### config.mk
export PLATFORM = sky130hd
export DESIGN_NAME = gpio_chg_port
export DESIGN_NICKNAME = d
export VERILOG_FILES = /design/src/rtl/gpio_chg_pkg.sv /design/src/rtl/gpio_sync.sv /design/src/rtl/gpio_regs.sv /design/src/rtl/gpio_chg_det.sv /design/src/rtl/gpio_chg_port.sv
export SDC_FILE = /design/constraint.sdc
export NUM_CORES = 1
export LEC_CHECK = 0
export BUFFER_PORTS_ARGS = -buffer_cell sky130_fd_sc_hd__buf_4
export CAP_MARGIN = 10
export CORE_ASPECT_RATIO = 0.9
export CORE_MARGIN = 1.5
export CORE_UTILIZATION = 55
export CTS_CLUSTER_SIZE = 10
export DETAILED_ROUTE_END_ITERATION = 8
export PLACE_DENSITY = 0.83
export REMOVE_ABC_BUFFERS = 1
export SYNTH_ARGS = -nofsm -noshare
export SYNTH_HDL_FRONTEND = slang
export SYNTH_HIERARCHICAL = 1
export SYNTH_SLANG_ARGS = --single-unit
export TNS_END_PERCENT = 30
### constraint.sdc
create_clock -name clk -period 4.1 [get_ports clk]
set_clock_uncertainty 0.1 [all_clocks]
set_input_delay 0.41 -clock clk [delete_from_list [all_inputs] [get_ports clk]]
set_output_delay 0.41 -clock clk [all_outputs]
set_load 0.02 [all_outputs]
### src/rtl/gpio_chg_pkg.sv
package gpio_chg_pkg;
    typedef enum logic [1:0] {
        REG_PORT = 2'd0,
        REG_DIR  = 2'd1,
        REG_CTRL = 2'd2,
        REG_NONE = 2'd3
    } reg_sel_e;

    typedef enum logic {
        FLG_IDLE = 1'b0,
        FLG_PEND = 1'b1
    } flg_state_e;

    localparam int CTRL_PU_BIT   = 0;
    localparam int CTRL_FLAG_BIT = 1;
endpackage

### src/rtl/gpio_sync.sv
module gpio_sync #(
    parameter int W      = 8,
    parameter int STAGES = 2
) (
    input  logic         clk,
    input  logic         rst_n,
    input  logic [W-1:0] din,
    output logic [W-1:0] dout
);
    logic [W-1:0] stage_q [STAGES];

    always_ff @(posedge clk or negedge rst_n) begin
        if (!rst_n) stage_q[0] <= '0;
        else        stage_q[0] <= din;
    end

    for (genvar g = 1; g < STAGES; g++) begin : g_stage
        always_ff @(posedge clk or negedge rst_n) begin
            if (!rst_n) stage_q[g] <= '0;
            else        stage_q[g] <= stage_q[g-1];
        end
    end

    assign dout = stage_q[STAGES-1];
endmodule

### src/rtl/gpio_regs.sv
module gpio_regs #(
    parameter int W = 8
) (
    input  logic         clk,
    input  logic         rst_n,
    input  logic         wr_lat,
    input  logic         wr_dir,
    input  logic         wr_ctrl,
    input  logic [W-1:0] wdata,
    output logic [W-1:0] lat_q,
    output logic [W-1:0] dir_q,
    output logic         pu_n_q,
    output logic [W-1:0] pu_en
);
    import gpio_chg_pkg::*;

    always_ff @(posedge clk or negedge rst_n) begin
        if (!rst_n) begin
            lat_q  <= '0;
            dir_q  <= '1;
            pu_n_q <= 1'b1;
        end else begin
            if (wr_lat)  lat_q  <= wdata;
            if (wr_dir)  dir_q  <= wdata;
            if (wr_ctrl) pu_n_q <= wdata[CTRL_PU_BIT];
        end
    end

    assign pu_en = dir_q & {W{~pu_n_q}};
endmodule

### src/rtl/gpio_chg_det.sv
module gpio_chg_det #(
    parameter int W      = 8,
    parameter int CHG_LO = 4
) (
    input  logic         clk,
    input  logic         rst_n,
    input  logic [W-1:0] sync_in,
    input  logic [W-1:0] dir_q,
    input  logic         port_acc,
    input  logic         flag_clr,
    output logic [W-1:0] snap_q,
    output logic         mismatch,
    output logic         flag
);
    import gpio_chg_pkg::*;

    localparam logic [W-1:0] CHG_MASK = {W{1'b1}} << CHG_LO;

    flg_state_e   state_q, state_d;
    logic [W-1:0] diff;

    always_ff @(posedge clk or negedge rst_n) begin
        if (!rst_n)        snap_q <= '0;
        else if (port_acc) snap_q <= sync_in;
    end

    assign diff     = (sync_in ^ snap_q) & dir_q & CHG_MASK;
    assign mismatch = (|diff) & ~port_acc;

    always_ff @(posedge clk or negedge rst_n) begin
        if (!rst_n) state_q <= FLG_IDLE;
        else        state_q <= state_d;
    end

    always_comb begin
        state_d = state_q;
        unique case (state_q)
            FLG_IDLE: if (mismatch)              state_d = FLG_PEND;
            FLG_PEND: if (!mismatch && flag_clr) state_d = FLG_IDLE;
            default:                             state_d = FLG_IDLE;
        endcase
    end

    always_comb begin
        flag = (state_q == FLG_PEND);
    end
endmodule

### src/rtl/gpio_chg_port.sv
module gpio_chg_port #(
    parameter int WIDTH       = 8,
    parameter int CHG_LO      = 4,
    parameter int SYNC_STAGES = 2
) (
    input  logic             clk,
    input  logic             rst_n,
    input  logic             bus_sel,
    input  logic             bus_wr,
    input  logic             bus_rd,
    input  logic [1:0]       bus_addr,
    input  logic [WIDTH-1:0] bus_wdata,
    output logic [WIDTH-1:0] bus_rdata,
    input  logic [WIDTH-1:0] pin_in,
    output logic [WIDTH-1:0] pin_out,
    output logic [WIDTH-1:0] pin_oe,
    output logic [WIDTH-1:0] pin_pu,
    output logic             irq_flag,
    output logic             wake_req
);
    import gpio_chg_pkg::*;

    reg_sel_e         rsel;
    logic             port_acc, wr_lat, wr_dir, wr_ctrl, flag_clr;
    logic             mismatch, pu_n_q;
    logic [WIDTH-1:0] sync_q, lat_q, dir_q, snap_q;

    assign rsel     = reg_sel_e'(bus_addr);
    assign port_acc = bus_sel & (bus_wr | bus_rd) & (rsel == REG_PORT);
    assign wr_lat   = bus_sel & bus_wr & (rsel == REG_PORT);
    assign wr_dir   = bus_sel & bus_wr & (rsel == REG_DIR);
    assign wr_ctrl  = bus_sel & bus_wr & (rsel == REG_CTRL);
    assign flag_clr = wr_ctrl & ~bus_wdata[CTRL_FLAG_BIT];

    gpio_sync #(.W(WIDTH), .STAGES(SYNC_STAGES)) sync_i (
        .clk(clk), .rst_n(rst_n), .din(pin_in), .dout(sync_q)
    );

    gpio_regs #(.W(WIDTH)) regs_i (
        .clk(clk), .rst_n(rst_n), .wr_lat(wr_lat), .wr_dir(wr_dir),
        .wr_ctrl(wr_ctrl), .wdata(bus_wdata), .lat_q(lat_q),
        .dir_q(dir_q), .pu_n_q(pu_n_q), .pu_en(pin_pu)
    );

    gpio_chg_det #(.W(WIDTH), .CHG_LO(CHG_LO)) det_i (
        .clk(clk), .rst_n(rst_n), .sync_in(sync_q), .dir_q(dir_q),
        .port_acc(port_acc), .flag_clr(flag_clr), .snap_q(snap_q),
        .mismatch(mismatch), .flag(irq_flag)
    );

    assign pin_out  = lat_q;
    assign pin_oe   = ~dir_q;
    assign wake_req = irq_flag | mismatch;

    always_comb begin
        bus_rdata = '0;
        unique case (rsel)
            REG_PORT: bus_rdata = sync_q;
            REG_DIR:  bus_rdata = dir_q;
            REG_CTRL: begin
                bus_rdata[CTRL_PU_BIT]   = pu_n_q;
                bus_rdata[CTRL_FLAG_BIT] = irq_flag;
            end
            default:  bus_rdata = '0;
        endcase
    end
endmodule

==> results.md <==
* Status: complete, no violations
* RSZ-0062 raised after global routing: no
* CP Class: flip-flop to primary output
* WL/cell at approximately 16 um
* TNS Setup at 0 ns
* DRT iter0 DRCs at 22
* Cell-internal power at 0.705 mW
* Total CTS buffers at 5
* Fin area at between 2000 and 2500 um2
* Die W at around 63 um
* First-pass GRT wire length at about 5400 um
* Ports at 57
* DRC violations left at 0
* Max-slew headroom at between 30 and 40%
* Share of cells above drive strength 1 at ~57%
* Initial Util at roughly 58%
* Critical path endpoint category: primary output
* DRT Wirelength at about 3500 um
* Worst EP required at ~3.6 ns
* CP arrival at 1.67 ns
* Slew @ Worst Pin at around 0.98 ns
* Worst VDD drop at between 300 and 400 uV
* Initial antenna violation count at 0
* CTS tree: built
* H-tree depth at 2
* Period utilisation layout at about 53%
* Synth Area per Inst at around 14 um2
* Routed vias at about 1100
* Fin util at slightly above 70%
* Reg power frac at 47.6%
* Vias/cell at 5.01
* Antenna-violating nets left at 0
* Critical-path maximum fanout at 2
* Max Fclk at around 460 MHz
* Post-DP HPWL at about 2500 um
* All-Layer GR Usage at a little over a fifth
* Psw at between 0.3 and 0.4 mW
* Antenna Cells at 0
* FP Rows at 19
* Slowest CP cell: dfrtp_1
* Comb pwr share at around 33%
* Netlist Area Pre-Place at about 1800 um2
* Critical-path cell list: xor2_1, a22oi_2, a21oi_2, or2_2, buf_4
* Die Ht at around 57 um
* Net Sw Frac at between 30% and 40%
* Maximum clock insertion buffer count at 2
* Port bufs at 56
* GR Overflow Total at 0
* Placed cell area at between 2000 and 2500 um2
* Drt pass-1 iters at 4
* Non-Filler Instances at 216
* Cell total after placement at 207
* Hold WC Path Type: input port to flip-flop
* Synthesis warning total at 6
* Layout area overhead at 24.5%
* Fin worst setup slack at ~1.9 ns
* Post-layout minimum cycle time at between 2 and 2.5 ns
* Largest net degree at the start of global routing at 39
* CTS clk-pin slew, worst paths at roughly 0.11 ns
* Slew Limit Fails at 0
* Vias in the first global route at 1092
* Clock power share at 19.3%
* Max-cap viol count at 0
* CP peak stage delay at ~0.40 ns
* Final setup fails at 0
* Setup Buffers After CTS at 0
* Pleak at approximately 1.1 nW
* Die area at 3540 um2
* Global placement routability congestion at roughly 0.71
* Final hold vios at 0
* Pwr dens at ~480 nW/um2
* Startpoint Class: flip-flop
* Pre-CTS setup slack at 1.99 ns
* Core area at ~3000 um2
* Mapped Cells at about 120
* Final nets at 196
* Clk sinks at 38
* Root Buffer Master: clkbuf_4
* Clk_lat worst skew at 0.34 ns
[worst max-delay path: cells and delay by family, from the launching register on]
kind | cells | cell delay [ns]
XOR/XNOR | 1 | 0.18
buffers and inverters | 1 | 0.16
AND/OR/NAND/NOR | 1 | 0.28
flip-flops | 1 | 0.40
AO/OA/AOI/OAI | 2 | 0.32
[path summary, 6_finish.rpt]
path                               startpoint           endpoint  slack (ns)  cells after the start
min in group asynchronous               rst_n    regs_i/lat_q[4]        0.47                      2
setup reg to reg              det_i/snap_q[7]         det_i/flag        2.85                      4
hold / removal                      pin_in[1]  sync_i/stage_q[9]        0.06                      1
max in group asynchronous               rst_n    regs_i/dir_q[2]        3.09                      2
setup / recovery              det_i/snap_q[7]           wake_req        1.92                      5
hold reg to reg            sync_i/stage_q[15]     sync_i/dout[7]        0.26                      0
[state kept, by name (all words and copies together) (netlist names)]
name / count
regs_i/dir_q: 8
regs_i/pu_n_q: 1
regs_i/lat_q: 8
sync_i/stage_q: 8
det_i/snap_q: 4
sync_i/dout: 8
det_i/flag: 1
[cell type report]
type / instances / area [um2]
clock inverter: 1 / 5.00
multi-input combinational: 62 / 643
tap: 42 / 52.6
inverter: 9 / 33.8
fill: 242 / 861
timing repair buffer: 57 / 430
sequential: 38 / 962
clock buffer: 7 / 55.1
[cell usage in the layout, fill, tap and decap left out, drive strengths merged]
cell type    count
and2b            1
nor3             1
mux2i            8
nor2b            8
mux2            21
o2bb2ai          2
dlygate4sd3      1
nor2             7
buf             56
nand2            1
a22oi            2
xor2             4
dfrtp           29
dfstp            9
or2              1
clkinv           1
inv              9
nor3b            2
a21o             1
nor4b            2
clkbuf           7
a21oi            1
[layer usage]
layer | vias to the layer above | GRT usage (%) | part of all wire, %
li1 | 499 | - | -
met2 | 33 | 36.1 | 54
met5 | - | 0 | 0
met1 | 547 | 25.1 | 40
met3 | 4 | 6.61 | 5.1
met4 | 0 | 6.67 | 1.3
[power by group through the flow]
| stage | Sequential (mW) | Clock, mW | Combinational, mW |
|---|---|---|---|
| 2_1_floorplan | 0.508 | 0 | 0.179 |
| 3_3_place_gp | 0.500 | 0 | 0.335 |
| 3_5_place_dp | 0.503 | 0 | 0.345 |
| 4_1_cts | 0.497 | 0.204 | 0.348 |
| 5_1_grt | 0.505 | 0.224 | 0.363 |
| 6_report | 0.496 | 0.201 | 0.344 |
[what timing repair did]
item	4_1_cts	5_1_grt
resized for setup	0	0
hold endpoints to repair	29	0
hold buffers	1	0
[stage by stage]
stage               total power [mW]  hold slack (ns)
finish                          1.04           0.0646
CTS                             1.05           0.0526
global route                    1.09           0.0395
global placement               0.835            0.232
detailed placement             0.848            0.235
floorplan                      0.687           0.0144
Power figures use the tool's default switching activity.
